## src/rtl/stb_pkg.sv

```systemverilog
package stb_pkg;
    localparam int STB_W       = 8;
    localparam int BIT_ERRQ    = 2;
    localparam int BIT_QUES    = 3;
    localparam int BIT_MAV     = 4;
    localparam int BIT_ESUM    = 5;
    localparam int BIT_SUMMARY = 6;
    localparam int BIT_OPER    = 7;

    typedef enum logic [1:0] {
        SRQ_IDLE    = 2'd0,
        SRQ_PENDING = 2'd1,
        SRQ_SERVED  = 2'd2
    } srq_state_t;
endpackage

```

## src/rtl/stb_enable_reg.sv

```systemverilog
module stb_enable_reg #(
    parameter int W = 8
) (
    input  logic         clk,
    input  logic         rst_n,
    input  logic         wr,
    input  logic [W-1:0] wdata,
    output logic [W-1:0] value
);
    always_ff @(posedge clk or negedge rst_n) begin
        if (!rst_n) begin
            value <= '0;
        end else if (wr) begin
            value <= wdata;
        end
    end
endmodule

```

## src/rtl/stb_summary.sv

```systemverilog
module stb_summary #(
    parameter int W       = 8,
    parameter int SUM_BIT = 6
) (
    input  logic [W-1:0] stat,
    input  logic [W-1:0] enable,
    output logic         mss
);
    logic [W-1:0] masked;

    // The summary position itself is excluded so it never feeds back.
    for (genvar i = 0; i < W; i++) begin : g_mask
        if (i == SUM_BIT) begin : g_skip
            assign masked[i] = 1'b0;
        end else begin : g_use
            assign masked[i] = stat[i] & enable[i];
        end
    end

    assign mss = |masked;
endmodule

```

## src/rtl/stb_srq_fsm.sv

```systemverilog
module stb_srq_fsm
    import stb_pkg::*;
(
    input  logic clk,
    input  logic rst_n,
    input  logic mss,
    input  logic poll,
    output logic flag,
    output logic mss_hist
);
    srq_state_t state, state_nx;
    logic       rise;

    assign rise = mss & ~mss_hist;

    // State register
    always_ff @(posedge clk or negedge rst_n) begin
        if (!rst_n) begin
            state    <= SRQ_IDLE;
            mss_hist <= 1'b0;
        end else begin
            state    <= state_nx;
            mss_hist <= mss;
        end
    end

    // Transitions
    always_comb begin
        state_nx = state;
        unique case (state)
            SRQ_IDLE: begin
                if (rise) state_nx = SRQ_PENDING;              // RAISE
            end
            SRQ_PENDING: begin
                if (poll && !rise) begin
                    state_nx = mss ? SRQ_SERVED : SRQ_IDLE;    // HOLD_OFF / RETIRE
                end                                            // KEEP otherwise
            end
            SRQ_SERVED: begin
                if (rise)      state_nx = SRQ_PENDING;
                else if (!mss) state_nx = SRQ_IDLE;            // RELEASE
            end
            default: state_nx = SRQ_IDLE;
        endcase
    end

    // Outputs
    always_comb begin
        unique case (state)
            SRQ_PENDING: flag = 1'b1;
            SRQ_IDLE,
            SRQ_SERVED:  flag = 1'b0;
            default:     flag = 1'b0;
        endcase
    end
endmodule

```

## src/rtl/stb_read_port.sv

```systemverilog
module stb_read_port #(
    parameter int W = 8
) (
    input  logic         clk,
    input  logic         rst_n,
    input  logic         strobe,
    input  logic [W-1:0] sample,
    output logic [W-1:0] data
);
    always_ff @(posedge clk or negedge rst_n) begin
        if (!rst_n) begin
            data <= '0;
        end else if (strobe) begin
            data <= sample;
        end
    end
endmodule

```

## src/rtl/stb_srq_core.sv

```systemverilog
module stb_srq_core
    import stb_pkg::*;
(
    input  logic             clk,
    input  logic             rst_n,
    input  logic             err_pend,
    input  logic             ques_sum,
    input  logic             msg_avail,
    input  logic             evt_sum,
    input  logic             oper_sum,
    input  logic             en_wr,
    input  logic [STB_W-1:0] en_wdata,
    output logic [STB_W-1:0] en_rdata,
    input  logic             query_req,
    output logic [STB_W-1:0] query_data,
    input  logic             poll_req,
    output logic [STB_W-1:0] poll_data,
    output logic             srq
);
    logic [STB_W-1:0] stat_byte;
    logic [STB_W-1:0] query_byte;
    logic [STB_W-1:0] poll_byte;
    logic             mss_live;
    logic             mss_hist;
    logic             req_flag;

    always_comb begin
        stat_byte            = '0;
        stat_byte[BIT_ERRQ]  = err_pend;
        stat_byte[BIT_QUES]  = ques_sum;
        stat_byte[BIT_MAV]   = msg_avail;
        stat_byte[BIT_ESUM]  = evt_sum;
        stat_byte[BIT_OPER]  = oper_sum;
    end

    stb_enable_reg #(.W(STB_W)) u_enable (
        .clk   (clk),
        .rst_n (rst_n),
        .wr    (en_wr),
        .wdata (en_wdata),
        .value (en_rdata)
    );

    stb_summary #(.W(STB_W), .SUM_BIT(BIT_SUMMARY)) u_summary (
        .stat   (stat_byte),
        .enable (en_rdata),
        .mss    (mss_live)
    );

    stb_srq_fsm u_fsm (
        .clk      (clk),
        .rst_n    (rst_n),
        .mss      (mss_live),
        .poll     (poll_req),
        .flag     (req_flag),
        .mss_hist (mss_hist)
    );

    always_comb begin
        query_byte              = stat_byte;
        query_byte[BIT_SUMMARY] = mss_live;
        poll_byte               = stat_byte;
        poll_byte[BIT_SUMMARY]  = req_flag;
    end

    stb_read_port #(.W(STB_W)) u_query_port (
        .clk    (clk),
        .rst_n  (rst_n),
        .strobe (query_req),
        .sample (query_byte),
        .data   (query_data)
    );

    stb_read_port #(.W(STB_W)) u_poll_port (
        .clk    (clk),
        .rst_n  (rst_n),
        .strobe (poll_req),
        .sample (poll_byte),
        .data   (poll_data)
    );

    assign srq = req_flag;
endmodule

```

## config.mk

```make
export PLATFORM = sky130hd
export DESIGN_NAME = stb_srq_core
export DESIGN_NICKNAME = d
export VERILOG_FILES = /design/src/rtl/stb_pkg.sv /design/src/rtl/stb_enable_reg.sv /design/src/rtl/stb_summary.sv /design/src/rtl/stb_srq_fsm.sv /design/src/rtl/stb_read_port.sv /design/src/rtl/stb_srq_core.sv
export SDC_FILE = /design/constraint.sdc
export NUM_CORES = 1
export LEC_CHECK = 0
export CORE_MARGIN = 2
export CORE_UTILIZATION = 39
export CTS_CLUSTER_SIZE = 12
export DETAILED_ROUTE_END_ITERATION = 12
export PLACE_DENSITY_LB_ADDON = 0.15
export SLEW_MARGIN = 20
export SYNTH_ARGS = -nofsm -noshare
export SYNTH_HDL_FRONTEND = slang
export SYNTH_SLANG_ARGS = --single-unit
```

## constraint.sdc

```tcl
create_clock -name clk -period 1.5 [get_ports clk]
set_input_delay 0.3 -clock clk [delete_from_list [all_inputs] [get_ports clk]]
set_output_delay 0.3 -clock clk [all_outputs]
set_load 0.01 [all_outputs]
```

# Word level (Yosys, flattened, before mapping)
# Cells that the tools add are included.
# word_totals
elab_cells	29
inputBits	18
ff_bits	23
# op_classes
n_bitwise	7
reduce_logical	5
muxes	7
n_eq_ne	5
# op_table
op	count
$mux W2	5
$and A1 B1 Y1	6
$pmux W2 S3	1
$reduce_or A5 Y1	1
$ne A2 B1 Y1 const B	2
$ne A3 B3 Y1 const B	1
$reduce_and A3 Y1	1
$eq A2 B1 Y1 const B	1
$eq A2 B2 Y1 const B	1
$logic_not A2 Y1	1
$logic_and A1 B1 Y1	1
$logic_not A1 Y1	1
$mux W1	1
$not A1 Y1	1

# Longest topological paths before layout
# depth
depth_word	7
mapped_depth	3

# Modules after synthesis
# From an unflattened synthesis, not the netlist that was laid out.
# unflattened
hier_cells	67
hier_area_um2	1156.1
# modules_own_cells
module	area_per_inst_um2	cells_each	instances
stb_read_port	331.6	17	2
stb_enable_reg	331.6	17	1
stb_srq_fsm	127.6	11	1
stb_summary	30.0	4	1
stb_srq_core	3.8	1	1

# Worst setup path before layout
# Ideal clock, no wire load.
# synth_timing
kind	register to register
from	reg u_enable.value[4]
to	reg u_query_port.data[6]
stages_incl_launch_ff	4
required_ns	1.375
arrival_ns	1.003
setup_slack_ns	0.372
setup_time_ns	0.125
cell_sequence	dfrtp_1 > a222oi_1 > and2_2 > a21oi_1
# synth_via
elab_chain_len	2
# synth_rtl
element	line	rtl
from (decl)	stb_enable_reg.sv:8	output logic [W-1:0] value
from (signal assigned)	stb_enable_reg.sv:14	value <= wdata;
$and A1 B1 Y1	stb_summary.sv:16	assign masked[i] = stat[i] & enable[i];
$reduce_or A5 Y1	stb_summary.sv:20	assign mss = |masked;
to (signal assigned)	stb_read_port.sv:14	data <= sample;
to (decl)	stb_read_port.sv:8	output logic [W-1:0] data
# No other way between the ends.
# A chain may end at the register's enable or synchronous reset.

# Final worst setup path
# layout_timing
from	reg u_fsm.state[0]
to	out srq
# layout_via
elab_chain_len	2
# layout_rtl
element	line	rtl
from (decl)	stb_srq_fsm.sv:11	srq_state_t state, state_nx;
from (signal assigned)	stb_srq_fsm.sv:22	state <= state_nx;
$eq A2 B1 Y1	stb_srq_fsm.sv:49	unique case (state)
$mux W1	stb_srq_fsm.sv:49	
to (decl)	stb_srq_core.sv:18	output logic srq
# No other way between the ends.

==> results_tabular.tex <==
\begin{tabular}{lr}
\hline
Metric & Value \\
\hline
\multicolumn{2}{l}{\textbf{Status}} \\
\quad Outcome & completed \\
\multicolumn{2}{l}{\textbf{Worst setup path}} \\
\quad Slowest cell on the critical path & sky130\_fd\_sc\_hd\_\_dfrtp\_1 \\
\quad Critical Path, Cell by Cell & nor2b\_2, clkdlybuf4s15\_1 \\
\quad Required arrival time at the worst endpoint & $\sim$1.2 ns \\
\quad Arr. time, crit path & roughly 1.1 ns \\
\quad Origin of the critical flop-to-flop path & u\_enable.value[4]\$\_DFFE\_PN0P\_ \\
\quad Element type at the critical path end & output pin \\
\quad Highest cell delay on the worst timing path & between 0.4 and 0.5 ns \\
\quad Critical path origin & u\_fsm.state[0]\$\_DFFE\_PN0P\_ \\
\quad Startpoint-to-endpoint class of the critical path & register to output pin \\
\quad Worst r2r dst & u\_query\_port.data[6]\$\_DFFE\_PN0P\_ \\
\quad Depth of the worst register-to-register path & 4 \\
\quad Critical Path Fanout Max & 3 \\
\quad Critical path startpoint category & register \\
\quad Worst reg2reg setup slack & 0.17 ns \\
\multicolumn{2}{l}{\textbf{Route}} \\
\quad DRT antenna net count & 0 \\
\quad Average wire per standard cell & about 13 microns \\
\quad Starting DRT DRC Count & 6 \\
\quad Number of search-and-repair iterations in the first detailed-routing pass & 4 \\
\quad Final Routed Wirelength & 1763 microns \\
\quad Number of vias per cell after detailed routing & about 4.7 \\
\quad Post-detailed-route DRC marker count & 0 \\
\quad Vias & about 640 \\
\multicolumn{2}{l}{\textbf{Placed design}} \\
\quad HPWL after detailed placement & about 1300 microns \\
\quad Worst Setup Slack post-DPL & -0.07986 ns \\
\quad Routability cong. & between 0.7 and 0.8 \\
\quad Cell area reported after detailed placement & 1333 sq um \\
\quad Dpl cells & 129 \\
\quad Port bufs & 38 \\
\multicolumn{2}{l}{\textbf{Timing}} \\
\quad Total setup violations reported at the end of the flow & 0 \\
\quad Slew Limit Fails & 0 \\
\quad Shortest clock period the worst path allows after layout & 1.411 ns \\
\quad Layout Skew & 0.005647 ns \\
\quad Fin. Hold Viols & 0 \\
\quad Final hold slack & 0.3322 ns \\
\quad Accumulated negative setup slack & 0 ns \\
\quad Final critical-path share of the clock period & 94.07\% \\
\quad Highest attainable clock frequency & roughly 0.71 GHz \\
\quad PnR worst setup slack & 0.08892 ns \\
\quad Unrepaired setup endpoints after global routing & false \\
\multicolumn{2}{l}{\textbf{Run}} \\
\quad Max-cap violation count & 0 \\
\multicolumn{2}{l}{\textbf{Floorplanning}} \\
\quad Num rows & 17 \\
\quad Die Footprint & about 2800 sq um \\
\quad Chip height & around 53 microns \\
\quad Starting utilization of the core area & between 40\% and 50\% \\
\quad Overall die width & 52.59 microns \\
\quad \# IOs & 43 \\
\quad Area of the core region & 2212 sq um \\
\multicolumn{2}{l}{\textbf{Clock tree}} \\
\quad Clock slew at the register clock pins of the worst setup and hold paths & 0.12 ns \\
\quad H-tree depth reported by CTS & 1 \\
\quad Buffer levels on the longest clock path & 2 \\
\quad Clk\_lat worst skew & 0.31 ns \\
\quad TritonCTS sink count & 23 \\
\quad Clock tree from TritonCTS & built \\
\quad Number of buffers added by the clock tree synthesis step & 3 \\
\quad Buffer cell driving the clock tree root & sky130\_fd\_sc\_hd\_\_clkbuf\_4 \\
\multicolumn{2}{l}{\textbf{Synth}} \\
\quad Dominant cell type by area after synthesis & sky130\_fd\_sc\_hd\_\_dfrtp\_1 \\
\quad Post-synth top area share & a little over three fifths \\
\quad Count of different cell masters after synthesis & 14 \\
\quad Average size of a mapped cell & 14.62 sq um \\
\quad Synth Register Bits & 23 \\
\quad Post-Synthesis Cells & 63 \\
\quad Yosys synthesis warning count & 0 \\
\quad Seq/Total Area, Yosys & a little over three fifths \\
\quad Cell Area, Synth & between 900 and 1000 sq um \\
\quad Largest cells by area after synthesis & sky130\_fd\_sc\_hd\_\_dfrtp\_1 (63\%), sky130\_fd\_sc\_hd\_\_mux2\_2 (23\%), sky130\_fd\_sc\_hd\_\_buf\_4 (3.3\%) \\
\multicolumn{2}{l}{\textbf{Global route}} \\
\quad Number of global-route vias before repair & between 600 and 700 \\
\quad Total congestion overflow after global routing & 0 \\
\quad Maximum number of pins on one net before global-route repair & 24 \\
\quad Antenna violations before repair & 0 \\
\quad First-pass GRT wire length & 2898 microns \\
\quad Global routing usage summed across all routing layers & roughly 15\% \\
\multicolumn{2}{l}{\textbf{Worst hold path}} \\
\quad Class of the worst hold path & input port to async pin \\
\multicolumn{2}{l}{\textbf{Power}} \\
\quad IR Drop Worst-Case VDD & just under 0.7 mV \\
\quad Power Dens Cells & $\sim$1000 nW/um\^{}2 \\
\quad Total Power & around 1.3 mW \\
\quad P\_leak & about 0.61 nW \\
\multicolumn{2}{l}{\textbf{Cells and area}} \\
\quad Util after Layout & between 60\% and 70\% \\
\quad Post-route design area & 1359 sq um \\
\quad N\_diodes & 0 \\
\quad Final net count & $\sim$130 \\
\quad Share of cells above drive strength 1 & approximately 29\% \\
\quad Synthesis-to-layout area growth & 47.55\% \\
\quad Number of cells in the finished layout apart from fillers & around 140 \\
\hline
\end{tabular}
==> Yosys cell counts (all sizes together) <==
cell / instances
a21oi: 3
a222oi: 1
a22oi: 1
a2bb2oi: 1
and2: 1
buf: 7
conb: 1
dfrtp: 23
inv: 1
mux2: 19
nor2: 1
nor2b: 3
nor3b: 1
==> metal layers <==
metal	up-vias	GRT usage [%]	share of wire (%)
met5	-	0	0
met4	0	5.128	0.45
met3	2	6.000	5.8
met2	22	25.62	51
met1	310	16.97	43
li1	301	-	-
==> critical path, delay by kind of cell, from the launching register on <==
family | cells | cell delay [ns]
flops | 1 | 0.41
buf+inv | 1 | 0.22
simple gates | 1 | 0.17
==> area by class of cell <==
cell class / instances / area (sq um)
clock buffers: 4 / 26.28
repair buffers: 45 / 407.9
flip-flops and latches: 23 / 575.6
well taps: 28 / 35.03
multi-input cells: 35 / 310.3
fillers: 198 / 853.3
inverters: 1 / 3.754
==> flip-flops by register name, indices dropped and copies added (netlist names) <==
name and cells:
u_poll_port.data 6, u_fsm.mss_hist 1, u_query_port.data 6, u_enable.value 8, u_fsm.state 2
==> placed cells by master (no fill, tap or decap) <==
cell type / instances
sky130_fd_sc_hd__a21oi_1: 3
sky130_fd_sc_hd__a222oi_1: 1
sky130_fd_sc_hd__a22oi_1: 1
sky130_fd_sc_hd__a2bb2oi_1: 1
sky130_fd_sc_hd__and2_2: 1
sky130_fd_sc_hd__buf_4: 7
sky130_fd_sc_hd__clkbuf_1: 1
sky130_fd_sc_hd__clkbuf_4: 3
sky130_fd_sc_hd__clkdlybuf4s15_1: 1
sky130_fd_sc_hd__clkdlybuf4s50_1: 17
sky130_fd_sc_hd__conb_1: 4
sky130_fd_sc_hd__dfrtp_1: 23
sky130_fd_sc_hd__dlygate4sd2_1: 20
sky130_fd_sc_hd__inv_1: 1
sky130_fd_sc_hd__mux2_2: 19
sky130_fd_sc_hd__nor2_1: 1
sky130_fd_sc_hd__nor2b_1: 2
sky130_fd_sc_hd__nor2b_2: 1
sky130_fd_sc_hd__nor3b_1: 1
==> worst max-delay path by stage <==
stage,endpoint
detailed placement,u_query_port.data[6]$_DFFE_PN0P_
floorplan,u_query_port.data[6]$_DFFE_PN0P_
global route,srq
CTS,srq
global placement,u_query_port.data[6]$_DFFE_PN0P_
finish,srq
==> where the power goes <==
group          internal [mW]  switching [mW]  total [mW]
sequential             0.694          0.0396       0.733
clock                  0.104           0.173       0.277
combinational          0.204           0.134       0.339
==> logic make-up after synthesis <==
kind of cell / after synthesis / synth area share (%)
compound gates: 6 / 4.484
simple gates: 6 / 4.077
flops: 23 / 62.50
other cells: 1 / 0.4072
mux: 19 / 23.23
buf+inv: 8 / 5.298
==> timing repair <==
item / 4_1_cts / 5_1_grt
hold buffers: 0 / 0
gates resized for setup: 21 / 2
endpoints found under the setup margin: 21 / 1
setup buffers: 2 / 1
No activity file was read; power rests on OpenSTA's default activity.
